===== src/rtl/spwp_pkg.sv =====
package spwp_pkg;

  localparam int BYTES = 4;
  localparam int DW    = 8 * BYTES;
  localparam int TAGW  = 2;

  typedef logic [TAGW-1:0] tag_t;

  typedef struct packed {
    logic [DW-1:0] data;
    tag_t          nb;   // 0 = all four bytes, else count of valid bytes
  } entry_t;

  localparam int ENTRY_W = DW + TAGW;

  // Fill every lane at or above the byte count with ones.
  function automatic logic [DW-1:0] pad_ones(input logic [DW-1:0] w, input tag_t nb);
    logic [DW-1:0] r;
    r = w;
    for (int k = 0; k < BYTES; k++) begin
      if (nb != '0 && k >= int'(nb)) r[8*k +: 8] = 8'hFF;
    end
    return r;
  endfunction

  // Move the low nb bytes up into the top lanes, zero below.
  function automatic logic [DW-1:0] align_hi(input logic [DW-1:0] w, input tag_t nb);
    logic [DW-1:0] r;
    case (nb)
      2'd1:    r = w << (8 * (BYTES - 1));
      2'd2:    r = w << (8 * (BYTES - 2));
      2'd3:    r = w << (8 * (BYTES - 3));
      default: r = w;
    endcase
    return r;
  endfunction

endpackage


===== src/rtl/spwp_fifo.sv =====
module spwp_fifo #(
  parameter int W     = 34,
  parameter int DEPTH = 16   // power of two, at least 2
) (
  input  logic                       clk,
  input  logic                       rst_n,
  input  logic                       push,
  input  logic                       pop,
  input  logic [W-1:0]               din,
  output logic [W-1:0]               dout,
  output logic                       empty,
  output logic                       full,
  output logic [$clog2(DEPTH):0]     level
);
  localparam int AW = $clog2(DEPTH);
  localparam int CW = AW + 1;

  logic [W-1:0]  mem [DEPTH];
  logic [CW-1:0] wr_q, wr_d, rd_q, rd_d;
  logic          do_push, do_pop;

  assign level   = wr_q - rd_q;
  assign empty   = (wr_q == rd_q);
  assign full    = (level == CW'(DEPTH));
  assign do_push = push & ~full;
  assign do_pop  = pop & ~empty;
  assign dout    = mem[rd_q[AW-1:0]];

  always_comb begin
    wr_d = wr_q;
    rd_d = rd_q;
    if (do_push) wr_d = wr_q + CW'(1);
    if (do_pop)  rd_d = rd_q + CW'(1);
  end

  always_ff @(posedge clk or negedge rst_n) begin
    if (!rst_n) begin
      wr_q <= '0;
      rd_q <= '0;
    end else begin
      wr_q <= wr_d;
      rd_q <= rd_d;
    end
  end

  always_ff @(posedge clk) begin
    if (do_push) mem[wr_q[AW-1:0]] <= din;
  end

  AST_NO_OVERFLOW: assert property (@(posedge clk) disable iff (!rst_n)
    (full && push && !pop) |=> (level == $past(level)));

  AST_LEVEL_BOUND: assert property (@(posedge clk) disable iff (!rst_n)
    level <= CW'(DEPTH));

endmodule


===== src/rtl/spwp_tx_pack.sv =====
module spwp_tx_pack
  import spwp_pkg::*;
#(
  parameter int                ADDR_W     = 8,
  parameter logic [ADDR_W-1:0] OFF_WORD   = 8'h1C,
  parameter logic [ADDR_W-1:0] OFF_SHORT  = 8'h80,
  parameter int                OFF_STRIDE = 4
) (
  input  logic              clk,
  input  logic              rst_n,
  input  logic              bus_wr,
  input  logic [ADDR_W-1:0] bus_addr,
  input  logic [DW-1:0]     bus_wdata,
  input  logic              fifo_empty,
  input  logic              fifo_full,
  output logic              push,
  output entry_t            entry,
  output logic              short_drop,
  output logic              err
);
  logic [BYTES-1:1] short_hit;
  logic             word_hit, any_short;
  tag_t             short_nb;
  logic             err_q, err_d;

  genvar g;
  generate
    for (g = 1; g < BYTES; g++) begin : g_short
      assign short_hit[g] = (bus_addr == ADDR_W'(OFF_SHORT + (g - 1) * OFF_STRIDE));
    end
  endgenerate

  assign word_hit  = (bus_addr == OFF_WORD);
  assign any_short = |short_hit;

  always_comb begin
    short_nb = '0;
    for (int k = 1; k < BYTES; k++) begin
      if (short_hit[k]) short_nb = tag_t'(k);
    end
  end

  always_comb begin
    push       = 1'b0;
    short_drop = 1'b0;
    entry      = '0;
    if (bus_wr && word_hit) begin
      push       = ~fifo_full;
      entry.data = bus_wdata;
      entry.nb   = '0;
    end else if (bus_wr && any_short) begin
      push       = fifo_empty;
      short_drop = ~fifo_empty;
      entry.data = pad_ones(bus_wdata, short_nb);
      entry.nb   = short_nb;
    end
  end

  assign err_d = err_q | short_drop;

  always_ff @(posedge clk or negedge rst_n) begin
    if (!rst_n) err_q <= 1'b0;
    else        err_q <= err_d;
  end

  assign err = err_q;

  AST_ERR_STICKY: assert property (@(posedge clk) disable iff (!rst_n)
    err_q |=> err_q);

  AST_SHORT_ONLY_EMPTY: assert property (@(posedge clk) disable iff (!rst_n)
    (push && entry.nb != '0) |-> fifo_empty);

endmodule


===== src/rtl/spwp_rx_port.sv =====
module spwp_rx_port
  import spwp_pkg::*;
#(
  parameter int                ADDR_W = 8,
  parameter logic [ADDR_W-1:0] OFF_RX = 8'h20
) (
  input  logic              clk,
  input  logic              rst_n,
  input  logic              bus_rd,
  input  logic [ADDR_W-1:0] bus_addr,
  input  entry_t            head,
  input  logic              fifo_empty,
  output logic              pop,
  output logic [DW-1:0]     rdata
);
  logic          rx_hit;
  logic [DW-1:0] rdata_q, rdata_d;

  assign rx_hit = bus_rd && (bus_addr == OFF_RX);
  assign pop    = rx_hit && !fifo_empty;

  always_comb begin
    rdata_d = '0;
    if (pop) rdata_d = align_hi(head.data, head.nb);
  end

  always_ff @(posedge clk or negedge rst_n) begin
    if (!rst_n)      rdata_q <= '0;
    else if (bus_rd) rdata_q <= rdata_d;
  end

  assign rdata = rdata_q;

  AST_EMPTY_READ_ZERO: assert property (@(posedge clk) disable iff (!rst_n)
    (rx_hit && fifo_empty) |=> (rdata_q == '0));

  AST_OTHER_READ_ZERO: assert property (@(posedge clk) disable iff (!rst_n)
    (bus_rd && !rx_hit) |=> (rdata_q == '0));

endmodule


===== src/rtl/spwp_top.sv =====
module spwp_top
  import spwp_pkg::*;
#(
  parameter int ADDR_W = 8,
  parameter int DEPTH  = 16
) (
  input  logic              clk,
  input  logic              rst_n,
  input  logic              bus_wr,
  input  logic              bus_rd,
  input  logic [ADDR_W-1:0] bus_addr,
  input  logic [31:0]       bus_wdata,
  output logic [31:0]       bus_rdata,
  output logic              short_err,
  output logic              tx_valid,
  input  logic              tx_ready,
  output logic [31:0]       tx_data,
  output logic [1:0]        tx_len,
  input  logic              rx_push,
  input  logic [31:0]       rx_data,
  input  logic [1:0]        rx_len,
  output logic              rx_full
);
  localparam int LW = $clog2(DEPTH) + 1;

  entry_t         tx_in, tx_head, rx_in, rx_head;
  logic           tx_push, tx_empty, tx_full, short_drop;
  logic           rx_pop, rx_empty;
  logic [LW-1:0]  tx_level, rx_level;

  spwp_tx_pack #(.ADDR_W(ADDR_W)) u_pack (
    .clk        (clk),
    .rst_n      (rst_n),
    .bus_wr     (bus_wr),
    .bus_addr   (bus_addr),
    .bus_wdata  (bus_wdata),
    .fifo_empty (tx_empty),
    .fifo_full  (tx_full),
    .push       (tx_push),
    .entry      (tx_in),
    .short_drop (short_drop),
    .err        (short_err)
  );

  spwp_fifo #(.W(ENTRY_W), .DEPTH(DEPTH)) u_txq (
    .clk   (clk),
    .rst_n (rst_n),
    .push  (tx_push),
    .pop   (tx_ready),
    .din   (tx_in),
    .dout  (tx_head),
    .empty (tx_empty),
    .full  (tx_full),
    .level (tx_level)
  );

  assign tx_valid = ~tx_empty;
  assign tx_data  = tx_head.data;
  assign tx_len   = tx_head.nb;

  assign rx_in.data = rx_data;
  assign rx_in.nb   = rx_len;

  spwp_fifo #(.W(ENTRY_W), .DEPTH(DEPTH)) u_rxq (
    .clk   (clk),
    .rst_n (rst_n),
    .push  (rx_push),
    .pop   (rx_pop),
    .din   (rx_in),
    .dout  (rx_head),
    .empty (rx_empty),
    .full  (rx_full),
    .level (rx_level)
  );

  spwp_rx_port #(.ADDR_W(ADDR_W)) u_rport (
    .clk        (clk),
    .rst_n      (rst_n),
    .bus_rd     (bus_rd),
    .bus_addr   (bus_addr),
    .head       (rx_head),
    .fifo_empty (rx_empty),
    .pop        (rx_pop),
    .rdata      (bus_rdata)
  );

  AST_SHORT_DROP_KEEPS: assert property (@(posedge clk) disable iff (!rst_n)
    (short_drop && !tx_ready) |=> (tx_level == $past(tx_level)));

  AST_DROP_FLAGS: assert property (@(posedge clk) disable iff (!rst_n)
    short_drop |=> short_err);

  AST_RX_POP_ONE: assert property (@(posedge clk) disable iff (!rst_n)
    (rx_pop && !rx_push) |=> (rx_level == $past(rx_level) - LW'(1)));

  AST_PAD_ONES: assert property (@(posedge clk) disable iff (!rst_n)
    (tx_valid && tx_len == 2'd1) |-> (tx_data[31:8] == 24'hFFFFFF));

endmodule


===== config.mk =====
export PLATFORM = sky130hd
export DESIGN_NAME = spwp_top
export DESIGN_NICKNAME = d
export VERILOG_FILES = /design/src/rtl/spwp_pkg.sv /design/src/rtl/spwp_fifo.sv /design/src/rtl/spwp_tx_pack.sv /design/src/rtl/spwp_rx_port.sv /design/src/rtl/spwp_top.sv
export SDC_FILE = /design/constraint.sdc
export NUM_CORES = 1
export LEC_CHECK = 0
export BUFFER_PORTS_ARGS = -buffer_cell sky130_fd_sc_hd__buf_4
export CELL_PAD_IN_SITES_DETAIL_PLACEMENT = 1
export CELL_PAD_IN_SITES_GLOBAL_PLACEMENT = 2
export CORE_MARGIN = 2
export CORE_UTILIZATION = 50
export CTS_CLUSTER_SIZE = 12
export DETAILED_ROUTE_END_ITERATION = 10
export PLACE_DENSITY = 0.76
export SKIP_LAST_GASP = 1
export SLEW_MARGIN = 20
export SYNTH_ARGS = -nofsm -noshare
export SYNTH_HDL_FRONTEND = slang
export SYNTH_SLANG_ARGS = --single-unit
export TNS_END_PERCENT = 20

===== constraint.sdc =====
create_clock -name clk -period 9.3 [get_ports clk]
set_input_delay 0.93 -clock clk [delete_from_list [all_inputs] [get_ports clk]]
set_output_delay 0.93 -clock clk [all_outputs]
set_load 0.01 [all_outputs]

==> results.md, run 1 <==
* Pleak at 0.0168 uW
* RePlAce Congestion at 0.784
* Initial antenna violation count at 2
* CP max-delay cell: dfrtp_4
* Num ports at 149
* TNS Setup at 0 ps
* Post-Synth Simple-Gate Area at 0.0235
* Placed inst area at 0.0469 sq mm
* FF/Latch Area at 0.0340 sq mm
* Final Hold Viols at 0
* Synth Area in Compound Gates at 0.0225
* Share of layout cells above drive strength 1 at 0.306
* Max Cap Viol at 0
* Max stage delay on crit path at 1100 ps
* Die Ht at just over 300 um
* Clk Tree Root Cell: clkbuf_16
* Routing usage on met2 at 0.387
* Status: completed
* Seq cells post-synth at 1141
* YS warnings at 0
* Layout Skew at 30.6 ps
* Mapped Cells at between 1500 and 2000
* Multi-input gate area at 0.0100 sq mm
* CP startpoint: u_txq.rd_q[0]
* Post_cts resized at 0
* Critical R2R Launch: u_txq.rd_q[0]
* Async set-reset flop share out of synthesis at 0.0465
* Port bufs at 148
* Power Dens Cells at 252 mW/mm^2
* Final nets at 2244
* Largest net degree at the start of global routing at 68
* Crit-path max FO at 49
* Final ANT Viol Nets at 0
* CTS Hold Bufs at 0
* Final wirelength at 102000 um
* Met1 usage in global routing at 0.308
* Distinct cells, synth at 57
* CTS max path bufs at 3
* Post-synthesis sequential area ratio at 0.765
* Drt pass-1 iters at 5
* Critical path class: reg2out
* XOR/XNOR Fraction of Synth Area at 0.00453
* Vias in the first global route at 22571
* Post CTS Setup Buffer Count at 0
* Worst-skew pair later-pin latency at 690 ps
* Cells after DPL at 3193
* Worst slew pin tran at 1110 ps
* Final Non-Filler Cells at 3393
* Synth Area in Adders at 0.00563
* Final instance area at 0.0503 sq mm
* Initial DRC count at roughly 1800
* Setup violation total in the final timing report at 0
* Setup crit end kind: output pin
* Most Used Layer, Global Route: met2
* Max Slew Vio Count at 0
* WL per Instance at 30.2 um
* Post-synthesis mux area share at 0.166
* Die area at 0.0913 sq mm
* Worst-path clk slew at 60 ps
* Post-synth EDFFs at approximately 1100
* Startpoint types: flip-flop
* Net Count, Synth at 2054
* Fmax at 0.201 GHz
* Crit path cell chain: buf_4, mux4_2, mux4_2, buf_4
* Rows at ~110
* Synth Flop Type: edfxtp_1
* Min-delay worst type: in2async
* Total CTS buffers at 114
* Remaining Overflow, GRT at 0
* Met3 Use GR at 0.0463
* WP data required at 8370 ps
* Vias at around 21000
* RSZ-0062 raised after global routing: no
* Final Critical Period at 4970 ps
* CP arrival at 4040 ps
* H-tree depth at 3
* Filler instances at 7290
* Core area at 0.0882 sq mm
* Width of the die at 302 um
* Slew headroom at 0.256
* DP Wirelength at just under 60000 um
* Initial core utilization at 0.503
* First-pass GRT wire length at 152000 um
* DRC at 0
* Average size of a mapped cell at 22.7 sq um
* Synthesized area at 0.0444 sq mm
* Combinational family with the most area after synthesis: multiplexers
* Final period utilization at 0.534
* GRT Total Usage at 0.231
* CTS sink cnt at around 1100
* Via-per-instance ratio at 6.09
* Synthesis-to-finish area growth at 13.2%
* Peak VDD IR at 0.270 mV
* TritonCTS clock tree: built
## placed cells by master, fill, tap and decap left out, types with 11 or more instances in the layout
cell       count
o21a_1        26
ha_1          20
buf_4        180
nand3_1       11
a22o_1        29
clkinv_1      25
xnor2_1       16
nand2_1       34
and4b_4       15
edfxtp_1    1088
nor2_1        35
nor3_1        13
and2_1        17
mux2i_1       25
a22oi_1       11
mux4_2       314
o21ai_0       14
clkbuf_16    117
clkbuf_1      38
dfrtp_1       47
inv_1         11
## through the flow
step	total power (uW)	setup WS, ps	hold WS, ps	util
2_1_floorplan	7730	2840	461	-
3_3_place_gp	8570	4570	471	0.531
3_5_place_dp	8640	4350	476	0.531
4_1_cts	12800	4150	317	0.570
5_1_grt	13100	3990	354	0.570
6_report	12700	4330	304	0.570
## report_power, final
group,switching (uW),internal (uW)
Combinational,1210,1220
Clock,1840,2370
Sequential,175,5860
## registers in the layout, indices dropped and copies added, names as in the netlist
register and flops:
u_rxq.wr_q 5, u_rport.rdata 32, u_txq.mem 544, u_rxq.rd_q 5, u_pack.err 1, u_txq.wr_q 5, u_txq.rd_q 5, u_rxq.mem 544
## critical path: cells and delay by family, from the launching register on
kind	cells	cell delay, ps
buf+inv	2	1030
flops	1	1100
mux	2	1110
## synthesized netlist by cell type (7+ instances only)
cell type  count  area, sq um
edfxtp_1    1088        32700
mux4_2       314         7070
clkbuf_1      57          214
dfrtp_1       53         1330
nor2_1        35          131
nand2_1       34          128
a22o_1        29          254
buf_2         27          135
o21a_1        26          195
mux2i_1       25          250
ha_1          20          250
and2_1        17          106
and4b_1       16          160
xnor2_1       16          140
o21ai_0       14         70.1
nor3_1        13         65.1
inv_1         12         45.0
a22oi_1       11         82.6
nand3_1       11         55.1
buf_1          9         33.8
a21oi_1        8         40.0
and4_1         8         70.1
buf_6          8         90.1
nor2b_1        8         50.1
o2bb2ai_1      8         70.1
a211o_1        7         61.3
a2bb2oi_1      7         61.3
o211ai_1       7         52.6
xor2_1         7         61.3
## cell type report
cell class / count / area share
Antenna cell: 1 / 0.0000498
Tap cell: 1165 / 0.0290
Clock inverter: 38 / 0.00455
Inverter: 13 / 0.000970
Multi-Input combinational cell: 693 / 0.199
Sequential cell: 1141 / 0.676
Timing Repair Buffer: 181 / 0.0273
Clock buffer: 161 / 0.0627
## worst paths after layout
check | to | slack, ps | depth (start not counted)
worst max-delay path | tx_data[17] | 4330 | 4
worst min-delay path | u_pack.err | 300 | 1
worst max register to register | u_txq.mem[1][23] | 4630 | 8
worst min register to register | u_pack.err | 480 | 1
max in group asynchronous | u_rxq.rd_q[0] | 8290 | 1
min in group clk | u_pack.err | 480 | 1
## cell families (layout without fill, tap and decap cells)
group	after synthesis	in the layout
mux	343	343
compound gates	132	132
simple gates	175	175
fa+ha+maj	20	20
buf+inv	120	393
xor+xnor	23	23
flops	1141	1141
other cells	0	1
## per-layer routing
| layer | vias up | share of wire | routed length, um |
|---|---|---|---|
| met5 | - | 0.00022 | 23 |
| met4 | 4 | 0.027 | 2750 |
| met3 | 156 | 0.054 | 5560 |
| met2 | 600 | 0.51 | 52500 |
| met1 | 11219 | 0.41 | 41500 |
| li1 | 8680 | - | - |
(Power assumes the default switching activity.)
==> run 2, diff against run 1 <==
--- a/config.mk
+++ b/config.mk
@@ -9,10 +9,10 @@
 export CELL_PAD_IN_SITES_DETAIL_PLACEMENT = 1
 export CELL_PAD_IN_SITES_GLOBAL_PLACEMENT = 2
 export CORE_MARGIN = 2
-export CORE_UTILIZATION = 50
+export CORE_UTILIZATION = 45
 export CTS_CLUSTER_SIZE = 12
 export DETAILED_ROUTE_END_ITERATION = 10
-export PLACE_DENSITY = 0.76
+export PLACE_DENSITY = 0.73
 export SKIP_LAST_GASP = 1
 export SLEW_MARGIN = 20
 export SYNTH_ARGS = -nofsm -noshare
==> constraint.sdc (replaced) <==
create_clock -name clk -period 4.22 [get_ports clk]
set_input_delay 0.422 -clock clk [delete_from_list [all_inputs] [get_ports clk]]
set_output_delay 0.422 -clock clk [all_outputs]
set_load 0.01 [all_outputs]
==> run 2 against run 1 <==
Flip-flop and latch count stayed put; die area is 11% higher; worst setup slack lost 4100 ps; first-iteration DRC count grew 19%; utilization down 4.5 points; final area increased by 2.5%; cell count up 6.1%; critical path type unchanged; critical endpoint is now tx_data[5]; highest routed layer unchanged.
==> results.md, run 2 (same netlist as run 1, synthesis figures left out) <==
* Remaining Overflow, GRT at 0 (unchanged)
* Num ports at 149 (unchanged)
* Worst slew pin tran at 1060 ps (was 1110 ps)
* CP startpoint: u_txq.rd_q[0] (unchanged)
* Max Cap Viol at 0 (unchanged)
* Util after Layout at 0.525 (was 0.570)
* Largest net degree at the start of global routing at 139 (was 68)
* Hold_ws at 60.3 ps (was 304 ps)
* Worst hold start: rx_data[5]
* Final Hold Viols at 0 (unchanged)
* Share of layout cells above drive strength 1 at 0.318 (was 0.306)
* Clk Tree Root Cell: clkbuf_16 (unchanged)
* CP Buf/Inv Count at 3 (was 2)
* Setup violation total in the final timing report at 0 (unchanged)
* # diodes at 0 (was 1)
* Die Ht at 318 um (was 302 um)
* Vias at 21369 (was 20659)
* CTS sink cnt at 1141 (unchanged)
* Critical path class: reg2out (unchanged)
* Peak VDD IR at 0.436 mV (was 0.270 mV)
* Pleak at 0.0174 uW (was 0.0168 uW)
* Via-per-instance ratio at 5.94 (was 6.09)
* RePlAce Congestion at 0.779 (was 0.784)
* Status: completed (unchanged)
* Port bufs at 148 (unchanged)
* Initial DRC count at 2184 (was 1836)
* Layout Skew at 53.6 ps (was 30.6 ps)
* CP arrival at 3530 ps (was 4040 ps)
* Die area at 0.101 sq mm (was 0.0913 sq mm)
* Max stage delay on crit path at 600 ps (was 1100 ps)
* Pre-CTS WS at 440 ps (was 4350 ps)
* Width of the die at 318 um (was 302 um)
* CP max-delay cell: mux4_2 (was dfrtp_4)
* Setup crit end kind: output pin (unchanged)
* Core area at 0.0981 sq mm (was 0.0882 sq mm)
* H-tree depth at 3 (unchanged)
* Final nets at 2331 (was 2244)
* Slew headroom at 0.292 (was 0.256)
* Final Critical Period at 3950 ps
* Fmax at around 0.25 GHz
* Initial core utilization at 0.453 (was 0.503)
* WL per Instance at 30.0 um (was 30.2 um)
* Final ANT Viol Nets at 0 (unchanged)
* DRC at 0 (unchanged)
* Crit path cell chain: buf_12, buf_6, mux4_2, mux4_2, buf_4 (was buf_4, mux4_2, mux4_2, buf_4)
* DP Wirelength at 62100 um (was 59200 um)
* WP data required at 3800 ps (was 8370 ps)
* Rows at 115 (was 109)
* Final wirelength at 108000 um (was 102000 um)
* Worst-skew pair later-pin latency at 720 ps (was 690 ps)
* Most frequent cells in the layout: 1088 x edfxtp_1, 314 x mux4_2, 203 x buf_4, 116 x clkbuf_16, 47 x dfrtp_1 (was 1088 x edfxtp_1, 314 x mux4_2, 180 x buf_4, 117 x clkbuf_16, 47 x dfrtp_1)
* First-pass GRT wire length at 160000 um (was 152000 um)
* TritonCTS clock tree: built (unchanged)
* Power Dens Cells at 549 mW/mm^2 (was 252 mW/mm^2)
* TNS Setup at 0 ps (unchanged)
* Synthesis-to-finish area growth at 16.0% (was 13.2%)
* RSZ-0062 raised after global routing: no (unchanged)
* Final period utilization at 0.935
* Worst-path clk slew at 60 ps (about the same)
* Critical Path Most Common Cell: mux4_2
* Delay-heaviest family, CP: buffers and inverters (was multiplexers)
* Commonest non-fill, non-tap cell in the layout: edfxtp_1 (unchanged)
* Startpoint types: flip-flop (unchanged)
* Max Slew Vio Count at 0 (unchanged)
* Min-delay worst type: in2reg (was in2async)
* Vias in the first global route at 23052 (was 22571)
* Critical R2R Launch: u_txq.wr_q[3] (was u_txq.rd_q[0])
* Total CTS buffers at 115 (was 114)
* Initial antenna violation count at 4 (was 2)
* Final setup margin at 273 ps (was 4330 ps)
* CTS max path bufs at 3 (unchanged)
* Crit-path max FO at 71 (was 49)
* Drt pass-1 iters at 5 (unchanged)
* GRT Total Usage at 0.216 (was 0.231)
## run 2: changes by cell type in the layout (fill, tap and decap cells not counted), sizes merged
cell,change
buf,+50
bufinv,+1
diode,-1
clkinvlp,-1
clkinv,+3
clkbuf,-3
dlygate4sd3,+36
## run 2: worst register-to-register path, cell delays in order, from the launching register on
cell and delay [ps]:
dfrtp_1 610, ha_1 430, nand3_1 210, a21boi_1 610, and2_1 560, and4_2 590, buf_12 270
## run 2: final cells by class
cell class / instances / area, sq um
well taps: 1287 / 1610
multi-input cells: 693 / 9990
clock buffers: 158 / 3110
repair buffers: 267 / 2430
inverters: 13 / 48.8
fillers: 8491 / 46600
clock inverters: 41 / 345
flip-flops and latches: 1141 / 34000
## run 2: power breakdown
part | switching [uW] | internal, uW | total (uW)
clock network | 4180 | 5250 | 9440
registers | 221 | 12900 | 13100
logic | 2940 | 2810 | 5740
total | 7340 | 21000 | 28300
## run 2: path summary, 6_finish.rpt
check	endpoint	slack [ps]	cells after the start
setup / recovery	tx_data[5]	270	5
hold / removal	u_rxq.mem[0][7]	60	1
setup reg to reg	u_txq.mem[13][8]	580	6
hold reg to reg	u_pack.err	470	1
max in group asynchronous	u_rxq.rd_q[1]	3230	2
min in group asynchronous	u_rport.rdata[8]	320	2
## run 2: metal layers
metal / GRT usage / routed length (um) / vias up
met5: 0.00189 / 69 / -
met4: 0.0697 / 2910 / 10
met3: 0.0403 / 7120 / 185
met2: 0.349 / 53000 / 777
met1: 0.300 / 44700 / 11537
li1: - / - / 8860
## run 2: what timing repair did
| action | CTS | global route |
|---|---|---|
| gates resized for setup | 1 | 1 |
| endpoints found under the setup margin | 7 | 13 |
| buffers inserted | 0 | 0 |
| hold buffers | 36 | 0 |
| endpoints found under the hold margin | 515 | 0 |
## run 2: per-stage QoR
stage | total power [uW] | std cells | instance area, sq um
after detailed placement | 19200 | 3365 | 47700
after global placement | 19100 | 3365 | 47700
after global routing | 29400 | 3600 | 51600
final | 28300 | 3600 | 51600
after CTS | 28700 | 3600 | 51500
after floorplan | 17000 | 1954 | 44500
